--- src/rtl/washer_pkg.sv ---
// Shared types for the washer sequencer: the program phase encoding.
package washer_pkg;
    typedef enum logic [2:0] {
        PH_READY  = 3'd0,
        PH_REST_A = 3'd1,
        PH_FWD    = 3'd2,
        PH_REST_B = 3'd3,
        PH_REV    = 3'd4,
        PH_REST_C = 3'd5,
        PH_BUZZ   = 3'd6,
        PH_DONE   = 3'd7
    } phase_t;
endpackage

--- src/rtl/washer_key_sync.sv ---
// Two-flop synchronizer for a bank of asynchronous key levels.
// Assumes the keys are already debounced; adds two cycles of latency.
module washer_key_sync #(
    parameter int N_KEYS = 2
) (
    input  logic              clk,
    input  logic              rst_n,
    input  logic [N_KEYS-1:0] key_raw,
    output logic [N_KEYS-1:0] key_sync
);
    logic [N_KEYS-1:0] meta_q;

    for (genvar k = 0; k < N_KEYS; k++) begin : g_key
        // Two flops per key line, cleared by reset.
        always_ff @(posedge clk) begin
            if (!rst_n) begin
                meta_q[k]   <= 1'b0;
                key_sync[k] <= 1'b0;
            end else begin
                meta_q[k]   <= key_raw[k];
                key_sync[k] <= meta_q[k];
            end
        end
    end
endmodule

--- src/rtl/washer_tick_gen.sv ---
// One-second tick generator. It counts only while the program is active and
// not held, so a pause keeps the sub-second fraction. It clears when inactive.
module washer_tick_gen #(
    parameter int TICK_DIV = 50_000_000
) (
    input  logic clk,
    input  logic rst_n,
    input  logic active,
    input  logic hold,
    output logic tick
);
    localparam int CW = $clog2(TICK_DIV + 1);
    localparam logic [CW-1:0] LAST = CW'(TICK_DIV - 1);

    logic [CW-1:0] cnt_q;

    assign tick = active && !hold && (cnt_q == LAST);

    // Advance the sub-second counter while running, wrap on the tick.
    always_ff @(posedge clk) begin
        if (!rst_n || !active) begin
            cnt_q <= '0;
        end else if (!hold) begin
            cnt_q <= tick ? '0 : cnt_q + 1'b1;
        end
    end
endmodule

--- src/rtl/washer_seq_core.sv ---
// Program state machine: phase order, per-phase countdown and cycle count.
// Assumes synchronized key levels and a single-cycle tick enable.
module washer_seq_core
    import washer_pkg::*;
#(
    parameter int REST_S   = 2,
    parameter int TURN_S   = 8,
    parameter int BUZZ_S   = 3,
    parameter int N_CYCLES = 3,
    parameter int REM_W    = 4,
    parameter int CYC_W    = 4
) (
    input  logic             clk,
    input  logic             rst_n,
    input  logic             start_lvl,
    input  logic             tick,
    output phase_t           phase,
    output logic [REM_W-1:0] remain,
    output logic [CYC_W-1:0] cycles,
    output logic             active
);
    localparam logic [CYC_W-1:0] LAST_CYC = CYC_W'(N_CYCLES - 1);

    logic   start_d;
    logic   start_edge;
    logic   idle_like;
    phase_t nxt;

    // Length in seconds of each phase.
    function automatic logic [REM_W-1:0] dur(input phase_t p);
        case (p)
            PH_REST_A, PH_REST_B, PH_REST_C: dur = REM_W'(REST_S);
            PH_FWD, PH_REV:                  dur = REM_W'(TURN_S);
            PH_BUZZ:                         dur = REM_W'(BUZZ_S);
            default:                         dur = '0;
        endcase
    endfunction

    assign start_edge = start_lvl && !start_d;
    assign idle_like  = (phase == PH_READY) || (phase == PH_DONE);
    assign active     = !idle_like;

    // Successor phase when the current one expires.
    always_comb begin
        case (phase)
            PH_REST_A: nxt = PH_FWD;
            PH_FWD:    nxt = PH_REST_B;
            PH_REST_B: nxt = PH_REV;
            PH_REV:    nxt = PH_REST_C;
            PH_REST_C: nxt = (cycles == LAST_CYC) ? PH_BUZZ : PH_REST_A;
            PH_BUZZ:   nxt = PH_DONE;
            default:   nxt = phase;
        endcase
    end

    // Launch on a start edge when idle, otherwise step on each tick.
    always_ff @(posedge clk) begin
        if (!rst_n) begin
            phase   <= PH_READY;
            remain  <= '0;
            cycles  <= '0;
            start_d <= 1'b0;
        end else begin
            start_d <= start_lvl;
            if (start_edge && idle_like) begin
                phase  <= PH_REST_A;
                remain <= dur(PH_REST_A);
                cycles <= '0;
            end else if (tick) begin
                if (remain > REM_W'(1)) begin
                    remain <= remain - 1'b1;
                end else begin
                    phase  <= nxt;
                    remain <= dur(nxt);
                    if (phase == PH_REST_C) cycles <= cycles + 1'b1;
                end
            end
        end
    end
endmodule

--- src/rtl/washer_seq.sv ---
// Top of the washer motor sequencer: key synchronizer, tick generator and
// program state machine, plus the indicator and buzzer output decode.
// Assumes one clock domain; start acts on its edge, pause is a held level.
module washer_seq
    import washer_pkg::*;
#(
    parameter int TICK_DIV = 50_000_000,
    parameter int REST_S   = 2,
    parameter int TURN_S   = 8,
    parameter int BUZZ_S   = 3,
    parameter int N_CYCLES = 3
) (
    input  logic       clk,
    input  logic       rst_n,
    input  logic       start_key,
    input  logic       pause_key,
    output logic       fwd_on,
    output logic       rev_on,
    output logic       stop_on,
    output logic       buzzer,
    output logic [3:0] phase_left,
    output logic [3:0] cycles_done
);
    logic [1:0] keys_s;
    logic       pause_s;
    logic       tick;
    logic       active;
    phase_t     phase;

    washer_key_sync #(.N_KEYS(2)) u_sync (
        .clk      (clk),
        .rst_n    (rst_n),
        .key_raw  ({pause_key, start_key}),
        .key_sync (keys_s)
    );

    assign pause_s = keys_s[1];

    washer_tick_gen #(.TICK_DIV(TICK_DIV)) u_tick (
        .clk    (clk),
        .rst_n  (rst_n),
        .active (active),
        .hold   (pause_s),
        .tick   (tick)
    );

    washer_seq_core #(
        .REST_S   (REST_S),
        .TURN_S   (TURN_S),
        .BUZZ_S   (BUZZ_S),
        .N_CYCLES (N_CYCLES),
        .REM_W    (4),
        .CYC_W    (4)
    ) u_core (
        .clk       (clk),
        .rst_n     (rst_n),
        .start_lvl (keys_s[0]),
        .tick      (tick),
        .phase     (phase),
        .remain    (phase_left),
        .cycles    (cycles_done),
        .active    (active)
    );

    // Output decode: motor runs and buzzer sounds only while not paused.
    always_comb begin
        fwd_on  = (phase == PH_FWD) && !pause_s;
        rev_on  = (phase == PH_REV) && !pause_s;
        stop_on = !(fwd_on || rev_on);
        buzzer  = (phase == PH_BUZZ) && !pause_s;
    end
endmodule

--- config.mk ---
export PLATFORM = sky130hd
export DESIGN_NAME = washer_seq
export DESIGN_NICKNAME = d
export VERILOG_FILES = /design/src/rtl/washer_pkg.sv /design/src/rtl/washer_key_sync.sv /design/src/rtl/washer_tick_gen.sv /design/src/rtl/washer_seq_core.sv /design/src/rtl/washer_seq.sv
export SDC_FILE = /design/constraint.sdc
export NUM_CORES = 1
export LEC_CHECK = 0
export ABC_CLOCK_PERIOD_IN_PS = 3600
export BUFFER_PORTS_ARGS = -buffer_cell sky130_fd_sc_hd__buf_4
export CAP_MARGIN = 30
export CORE_ASPECT_RATIO = 1.1
export CORE_MARGIN = 3
export CORE_UTILIZATION = 59
export CTS_CLUSTER_SIZE = 28
export DETAILED_ROUTE_END_ITERATION = 10
export PLACE_DENSITY_LB_ADDON = 0.3
export SETUP_SLACK_MARGIN = 0.05
export SYNTH_ARGS = -nofsm -noshare
export SYNTH_HDL_FRONTEND = slang
export SYNTH_HIERARCHICAL = 1
export SYNTH_SLANG_ARGS = --single-unit
--- constraint.sdc ---
create_clock -name clk -period 3.6 [get_ports clk]
set_input_delay 0.18 -clock clk [delete_from_list [all_inputs] [get_ports clk]]
set_output_delay 0.18 -clock clk [all_outputs]
set_load 0.005 [all_outputs]
==> run metrics <==
most used cells in the layout excluding fill and tap cells 42 x dfxtp_1, 38 x nor2_1, 20 x nand2_1; register area share after synthesis 40.0%; Initial DRT Pass Iterations 4; status completed; Final Hold Fails 0; final clock skew roughly 0.0054 ns; Synth Register Bits 42; WL/cell 11.8 um; Root Driver clkbuf_4; antenna violations before repair 0; Post-CTS Setup Bufs 0; clk_lat worst skew 0.33 ns; period utilisation layout a little under 80%; Worst Path Arrival approximately 3.0 ns; CP Cell Sequence nor3_1, nor2_1, or4b_1, or4_4, nor2_1, buf_4, nand2_1, or3_1, o21ai_0, a21oi_1; EDFF count, synth 0; Tightest Hold Check Type in -> reg; number of distinct library cells after synthesis 44; achievable frequency between 300 and 400 MHz; setup_tns 0 ns; pre-CTS WS 0.845 ns; starting density of the core approximately 62%; slowest CP cell dfxtp_1; total routed wirelength about 3700 um; Total GRT Usage 18.4%; Die Area 4320 um2; CTS Sinks 42; Max Slew Vio Count 0; area delta synth->final 8.15%; hold_buf cts 0; number of remaining DRC errors 0; worst hold margin approximately 0.046 ns; Vias 1663; CTS resizes 0; Post-DP HPWL between 2000 and 3000 um; global-route wire length before repair 6350 um; GPL Wtd Cong 0.852; clk buf depth 2; nets 269; CP peak stage delay 0.58 ns; die width roughly 63 um; Core Box Area ~3400 um2; Worst EP required 3.82 ns; RSZ-0062 raised after global routing no; Main synth FF type dfxtp_1; TritonCTS Buffers 5; max_cap viols 0; largest net degree at the start of global routing 25; Leak 0.000776 uW; pwr dens between 300 and 400 nW/um2; Pwr Total 733 uW; via-per-instance ratio 5.38; Yosys Warn Count 6; CTS tree built; number of diodes 0; Synth Instances around 250; number of DRC markers in iteration 0 130; standard-cell rows 22; Mean Syn Cell Area between 8 and 9 um2; ratio of cells with drive above 1 in the final layout 13.0%; Crit Path Class reg -> reg; CTS H-tree depth 2; Clk pin slew, worst setup/hold paths about 0.11 ns; GRT overflow 0; most frequent CP cell nor2_1; post-synthesis async set-or-reset flop share 0%; Port Buffer Count 15; Startpoint Class flip-flop; Post-DRT Antenna Nets 0; post-route worst setup slack 0.823 ns; I/O Pins 16; Slew headroom 37.2%; VDD IR-drop max about 0.18 mV; syn_nets 254; final setup violation count 0; commonest non-fill, non-tap cell in the layout dfxtp_1; critical path peak fanout 14; vias in the first global route roughly 1500; synthesized area 2100 um2; worst-margin pin slew 0.929 ns; minimum clock period 2.78 ns; CP endpoint kind flip-flop; Die Y just under 70 um
flip-flops by register name (all words and copies together), names as in the netlist:
| signal | cells |
|---|---|
| u_core/cycles | 4 |
| u_core/phase | 3 |
| u_core/remain | 4 |
| u_sync/key_sync | 2 |
| u_tick/cnt_q | 26 |
| u_sync/meta_q | 2 |
| u_core/start_d | 1 |
final cells by class:
type,count,area (um2)
clock buffers,7,55.1
clock inverters,1,5.00
fillers,293,1110
inverters,9,33.8
multi-input cells,186,1160
flip-flops and latches,42,841
well taps,48,60.1
repair buffers,16,120
through the flow:
stage	utilization (%)	instances	area, um2
6_report	67.1	309	2270
5_1_grt	67.1	309	2270
4_1_cts	67.1	309	2270
3_5_place_dp	65.4	301	2210
3_3_place_gp	65.4	301	2210
2_1_floorplan	-	245	2100
Yosys cell counts, drive strengths merged, types with 3 or more instances:
cell type	instances	area share [%]
nand3b	4	1.4
buf	7	3.1
nor2	40	7.4
or3	4	1.2
and2	8	2.4
ha	5	3.0
inv	9	1.6
nand3	10	2.4
o21ai	7	1.7
nand2	20	3.6
and3	4	1.3
nor4	3	0.89
and4	3	1.3
xor2	14	5.8
xnor2	12	5.0
a31oi	3	0.89
nand4	10	3.7
dfxtp	42	40
nor3	8	1.9
a21oi	8	1.9
or2	3	0.89
final timing paths:
path / depth (start not counted) / start / slack (ns) / endpoint
worst max register to register: 10 / u_core/phase[1] / 0.82 / u_core/phase[2]
worst min-delay path: 2 / pause_key / 0.05 / u_sync/meta_q[1]
worst min register to register: 1 / u_sync/meta_q[0] / 0.44 / u_sync/key_sync[0]
worst max-delay path: 10 / u_core/phase[1] / 0.82 / u_core/phase[2]
layer usage:
layer | global-route usage, % | part of all wire, %
met5 | 0 | 0
met1 | 22.8 | 48
met3 | 4.05 | 3.0
met2 | 31.0 | 48
met4 | 8.54 | 1.2
where the power goes:
part	switching, uW	internal (uW)	total [uW]
Combinational	13.0	9.90	22.9
Sequential	4.37	469	473
Clock	143	94.9	238
Total	160	573	733
critical path, delay by kind of cell, from the launching register on:
kind                   cells  cell delay (ns)
AO/OA/AOI/OAI              2             0.25
buffers and inverters      1             0.19
flip-flops                 1             0.58
AND/OR/NAND/NOR            7             1.65
logic make-up after synthesis:
| kind of cell | count (synthesis) | share of synthesized area (%) |
|---|---|---|
| xor+xnor | 26 | 10.8 |
| fa+ha+maj | 5 | 2.98 |
| flops | 42 | 40.0 |
| compound gates | 23 | 6.79 |
| buf+inv | 17 | 4.88 |
| mux | 1 | 0.476 |
| simple gates | 131 | 34.0 |
Note: power is estimated with default switching activity, not from simulation.
